$ cat src/rtl/irq_regs_pkg.sv
package irq_regs_pkg;
    localparam int unsigned REG_W     = 8;
    localparam int unsigned NUM_SRC   = 5;
    localparam int unsigned LOW_W     = REG_W - NUM_SRC;
    localparam int unsigned ADDR_W    = 5;
    localparam logic [ADDR_W-1:0] STAT_ADDR = 5'h0C;
    localparam logic [ADDR_W-1:0] EN_ADDR   = 5'h0D;
    // index of each source inside the NUM_SRC-wide vector (bit 7..3 of the byte)
    localparam int unsigned SRC_TXDONE = 4;
    localparam int unsigned SRC_RXDONE = 3;
    localparam int unsigned SRC_TXUNDR = 2;
    localparam int unsigned SRC_RXOVER = 1;
    localparam int unsigned SRC_GAP    = 0;
endpackage

$ cat src/rtl/irq_sticky_status.sv
module irq_sticky_status #(
    parameter int unsigned N = 5
) (
    input  logic         clk,
    input  logic         rst_n,
    input  logic [N-1:0] set_i,
    input  logic [N-1:0] clr_i,
    output logic [N-1:0] status_o
);
    for (genvar i = 0; i < N; i++) begin : g_bit
        always_ff @(posedge clk or negedge rst_n) begin
            if (!rst_n)        status_o[i] <= 1'b0;
            else if (set_i[i]) status_o[i] <= 1'b1;   // event wins over clear
            else if (clr_i[i]) status_o[i] <= 1'b0;
        end
    end

    AST_EVENT_LATCHES: assert property (@(posedge clk) disable iff (!rst_n)
        1'b1 |=> ((status_o & $past(set_i)) == $past(set_i)));
    AST_STICKY_HOLD: assert property (@(posedge clk) disable iff (!rst_n)
        1'b1 |=> ((status_o & $past(status_o & ~clr_i)) == $past(status_o & ~clr_i)));
    AST_CLEAR_ONLY_REQ: assert property (@(posedge clk) disable iff (!rst_n)
        1'b1 |=> ((~status_o & $past(status_o)) == (~status_o & $past(status_o) & $past(clr_i & ~set_i))));
endmodule

$ cat src/rtl/irq_enable_reg.sv
module irq_enable_reg #(
    parameter int unsigned N = 5
) (
    input  logic         clk,
    input  logic         rst_n,
    input  logic         load_i,
    input  logic [N-1:0] data_i,
    output logic [N-1:0] enable_o
);
    always_ff @(posedge clk or negedge rst_n) begin
        if (!rst_n)      enable_o <= '0;
        else if (load_i) enable_o <= data_i;
    end

    AST_ENABLE_HOLD: assert property (@(posedge clk) disable iff (!rst_n)
        !load_i |=> $stable(enable_o));
endmodule

$ cat src/rtl/irq_read_mux.sv
module irq_read_mux
    import irq_regs_pkg::*;
(
    input  logic [ADDR_W-1:0]  addr_i,
    input  logic [NUM_SRC-1:0] status_i,
    input  logic [NUM_SRC-1:0] enable_i,
    output logic [REG_W-1:0]   rdata_o
);
    always_comb begin
        unique case (addr_i)
            STAT_ADDR: rdata_o = {status_i, {LOW_W{1'b1}}};
            EN_ADDR:   rdata_o = {enable_i, {LOW_W{1'b1}}};
            default:   rdata_o = '0;
        endcase
    end
endmodule

$ cat src/rtl/irq_status_ctrl.sv
module irq_status_ctrl
    import irq_regs_pkg::*;
(
    input  logic              clk,
    input  logic              rst_n,
    input  logic [ADDR_W-1:0] reg_addr,
    input  logic              reg_wr,
    input  logic [REG_W-1:0]  reg_wdata,
    output logic [REG_W-1:0]  reg_rdata,
    input  logic              ev_tx_done,
    input  logic              ev_tx_irq_req,
    input  logic              ev_rx_done,
    input  logic              ev_tx_under,
    input  logic              ev_rx_over,
    input  logic              ev_gap,
    output logic              irq
);
    logic [NUM_SRC-1:0] ev_vec, clr_vec, status, enable;
    logic               wr_stat, wr_en;

    always_comb begin
        ev_vec             = '0;
        ev_vec[SRC_TXDONE] = ev_tx_done & ev_tx_irq_req;
        ev_vec[SRC_RXDONE] = ev_rx_done;
        ev_vec[SRC_TXUNDR] = ev_tx_under;
        ev_vec[SRC_RXOVER] = ev_rx_over;
        ev_vec[SRC_GAP]    = ev_gap;
    end

    assign wr_stat = reg_wr && (reg_addr == STAT_ADDR);
    assign wr_en   = reg_wr && (reg_addr == EN_ADDR);
    assign clr_vec = wr_stat ? reg_wdata[REG_W-1 -: NUM_SRC] : '0;

    irq_sticky_status #(.N(NUM_SRC)) u_status (
        .clk(clk), .rst_n(rst_n), .set_i(ev_vec), .clr_i(clr_vec), .status_o(status));

    irq_enable_reg #(.N(NUM_SRC)) u_enable (
        .clk(clk), .rst_n(rst_n), .load_i(wr_en),
        .data_i(reg_wdata[REG_W-1 -: NUM_SRC]), .enable_o(enable));

    irq_read_mux u_rmux (
        .addr_i(reg_addr), .status_i(status), .enable_i(enable), .rdata_o(reg_rdata));

    assign irq = |(status & enable);

    AST_TXDONE_GATED: assert property (@(posedge clk) disable iff (!rst_n)
        $rose(status[SRC_TXDONE]) |-> $past(ev_tx_done && ev_tx_irq_req));
    AST_IRQ_MASKED_OFF: assert property (@(posedge clk) disable iff (!rst_n)
        $past(wr_en && reg_wdata[REG_W-1 -: NUM_SRC] == '0) |-> !irq);
    AST_LOW_BITS_SET: assert property (@(posedge clk) disable iff (!rst_n)
        (reg_addr == STAT_ADDR || reg_addr == EN_ADDR) |-> (reg_rdata[LOW_W-1:0] == '1));
    AST_STRAY_READ_ZERO: assert property (@(posedge clk) disable iff (!rst_n)
        (reg_addr != STAT_ADDR && reg_addr != EN_ADDR) |-> (reg_rdata == '0));
endmodule

$ cat config.mk
export PLATFORM = sky130hd
export DESIGN_NAME = irq_status_ctrl
export DESIGN_NICKNAME = d
export VERILOG_FILES = /design/src/rtl/irq_regs_pkg.sv /design/src/rtl/irq_sticky_status.sv /design/src/rtl/irq_enable_reg.sv /design/src/rtl/irq_read_mux.sv /design/src/rtl/irq_status_ctrl.sv
export SDC_FILE = /design/constraint.sdc
export NUM_CORES = 1
export LEC_CHECK = 0
export BUFFER_PORTS_ARGS = -buffer_cell sky130_fd_sc_hd__buf_2
export CAP_MARGIN = 20
export CELL_PAD_IN_SITES_DETAIL_PLACEMENT = 0
export CELL_PAD_IN_SITES_GLOBAL_PLACEMENT = 2
export CORE_MARGIN = 4
export CORE_UTILIZATION = 24
export DETAILED_ROUTE_END_ITERATION = 10
export GPL_ROUTABILITY_DRIVEN = 0
export HOLD_SLACK_MARGIN = 0.06
export PLACE_DENSITY = 0.88
export RECOVER_POWER = 100
export SLEW_MARGIN = 20
export SYNTH_ARGS = -nofsm -noshare
export SYNTH_HDL_FRONTEND = slang
export SYNTH_SLANG_ARGS = --single-unit
$ cat constraint.sdc
create_clock -name clk -period 1.17 [get_ports clk]
set_input_delay 0.234 -clock clk [delete_from_list [all_inputs] [get_ports clk]]
set_output_delay 0.234 -clock clk [all_outputs]
set_load 0.05 [all_outputs]
==> impl_metrics.tcl <==
set metrics [dict create \
    status "complete, but fails checks" \
    violations "negative setup slack" \
    tritoncts "done" \
    crit_required_ps 940 \
    vdd_drop_max_v 0.000472 \
    overflow 0 \
    ios 31 \
    timing.final.max_slew_violations 0 \
    grt_pass1_vias 568 \
    end_kind "output pin" \
    layout.nets 116 \
    wl_um 1510 \
    finalHoldViolCount 0 \
    register_area_um2 250 \
    final_util 0.425 \
    place_ws_ps -241 \
    relSlewSlack 0.625 \
    syn_inst 53 \
    tritoncts.num_buffers 3 \
    whs_ps 147 \
    synth_area_um2 566 \
    worstRegToRegCells 3 \
    coreArea_um2 2230 \
    tightestPinTransition_ps 563 \
    clock_sinks 10 \
    fillCellCount 233 \
    ant_nets 0 \
    multiInputGateArea_um2 284 \
    dpl_cell_area_um2 805 \
    wl_per_cell_um 12.5 \
    avgViaCountPerCell 4.26 \
    dp_hpwl_um 1140 \
    stdcell_count 121 \
    placedCellCount 113 \
    cts_max_level 1 \
    drtIter0Drc 7 \
    dr_total_vias 516 \
    crit_buf_inv 1 \
    rsz0062_at_grt "true" \
    cpPeakStageDelay_ps 400 \
    crit_path_cell_trace "a222oi_1 -> nand2_2 -> buf_6" \
    worstPathArrival_ps 1300 \
    avgSynthCellArea_um2 10.7 \
    clk_pin_slew_worst_paths_ps 70 \
    synthTopCellsByArea "dfrtp_1, mux2_4, mux2i_1, nor2_1, a31oi_1" \
    yosysSeqAreaShare 0.442 \
    max_freq_ghz 0.653 \
    syn_to_final_growth_pct 67.7 \
    cp_max_fo 2 \
    grt_max_degree 11 \
    cp_top_family "flip-flops" \
    port_buffers 27 \
    fin_crit_sh 1.31 \
    crit_type "register to output pin" \
    min_delay_path_depth 2 \
    skew_ps 0 \
    power.leakage_nw 0.469 \
    layout_min_cycle_time_ps 1530 \
    drc 0 \
    power.density_nw_per_um2 1150 \
    antenna_found_initial 0 \
    ys_warn_count 0 \
    die_area_um2 3200 \
    die_h_um 56.5 \
    hold_class "input pin to register" \
    setup_slack_ps -360 \
    power_mw 1.09 \
    insertion_delay_ps 270 \
    cp.depth 3 \
    cts-root-buf "clkbuf_4" \
    synth_cell_types 17 \
    cpMaxStageDelayCell "dfrtp_1" \
    maxCapViolations 0 \
    clockBufferDepth 2 \
    fin_area_um2 948 \
    grt_pass1_wl_um 2440 \
    gr-usage-all-layers 0.101 \
    synth_nets 75 \
    drive_gt1_frac 0.591 \
    fp.dieW_um 56.5 \
    tns_ps -1850 \
    rows 17 \
    drt_pass1_iterations 4 \
    synth_seq_cells 10 \
    synth_top_area_cell "dfrtp_1" \
    start_kind "register" \
    synth_top_area_frac 0.442 \
    start_util 0.253 \
    diodes 0 \
    setup_viol 9 \
]
## registers in the layout (all words and copies together) (netlist names)
register           flops
u_enable.enable_o      5
u_status.status_o      5
## path summary, 6_finish.rpt
kind / start / slack (ps) / end
setup / recovery: u_status.status_o[4] / -360 / irq
hold / removal: reg_wdata[5] / 150 / u_status.status_o[2]
setup reg to reg: u_enable.enable_o[1] / 130 / u_enable.enable_o[1]
hold reg to reg: u_enable.enable_o[2] / 560 / u_enable.enable_o[2]
max in group asynchronous: rst_n / 350 / u_status.status_o[0]
min in group asynchronous: rst_n / 450 / u_status.status_o[1]
## metal layers
layer  part of all wire  GRT usage  vias to the layer above
met5                  0          0                        -
met2               0.42      0.153                       28
met3              0.091     0.0345                        2
met1               0.47      0.122                      226
met4              0.017     0.0610                        0
li1                   -          -                      260
## Yosys cell counts (all sizes together)
master,count
mux2i,5
nand2,1
and3b,1
inv,6
and3,1
mux2,5
a22oi,1
o21ai,1
nand2b,1
a31oi,4
dfrtp,10
and4b,1
buf,4
nor2,10
a2bb2oi,1
a222oi,1
## placed cells by master (no fill, tap or decap)
master	Yosys	final
a22oi_1	1	1
nor2_1	10	5
clkinvlp_4	0	1
nand2_2	0	1
clkbuf_1	0	3
buf_6	2	14
buf_4	2	7
dlygate4sd3_1	0	1
and3_1	0	1
clkbuf_4	0	3
clkbuf_8	0	1
buf_8	0	1
and3b_1	1	1
o21ai_0	1	1
dfrtp_1	10	10
nor2_2	0	5
mux2i_2	0	2
a31oi_1	4	4
mux2i_1	5	3
a222oi_1	1	1
buf_2	0	14
nand2b_4	0	1
inv_1	6	5
and4b_1	1	1
mux2_4	5	5
a2bb2oi_1	1	1
## power breakdown
group / switching, mW / total (mW) / internal (mW) / leakage, nW
Clock: 0.129 / 0.319 / 0.189 / 0.0210
Sequential: 0.0269 / 0.408 / 0.381 / 0.108
Combinational: 0.161 / 0.367 / 0.206 / 0.340
Total: 0.317 / 1.09 / 0.776 / 0.469
## cells by family (layout without fill, tap and decap cells)
kind of cell	Yosys count	count (layout)	synth area share
AND/OR/NAND/NOR	15	15	0.131
multiplexers	10	10	0.221
flip-flops	10	10	0.442
buffers and inverters	10	50	0.106
AO/OA/AOI/OAI	8	8	0.0996
## cell type report
class | instances | share of cell area
flip-flops and latches | 10 | 0.264
clock buffers | 4 | 0.0383
multi-input cells | 33 | 0.299
well taps | 28 | 0.0369
repair buffers | 40 | 0.334
inverters | 6 | 0.0277
## repair_timing
action / in CTS / in global routing
resized for setup: 22 / 6
pin swaps: 1 / 0
endpoints found under the setup margin: 9 / 9
hold endpoints to repair: 10 / 0
setup buffers: 1 / 2
hold buffers: 1 / 0
(Power assumes the default switching activity.)
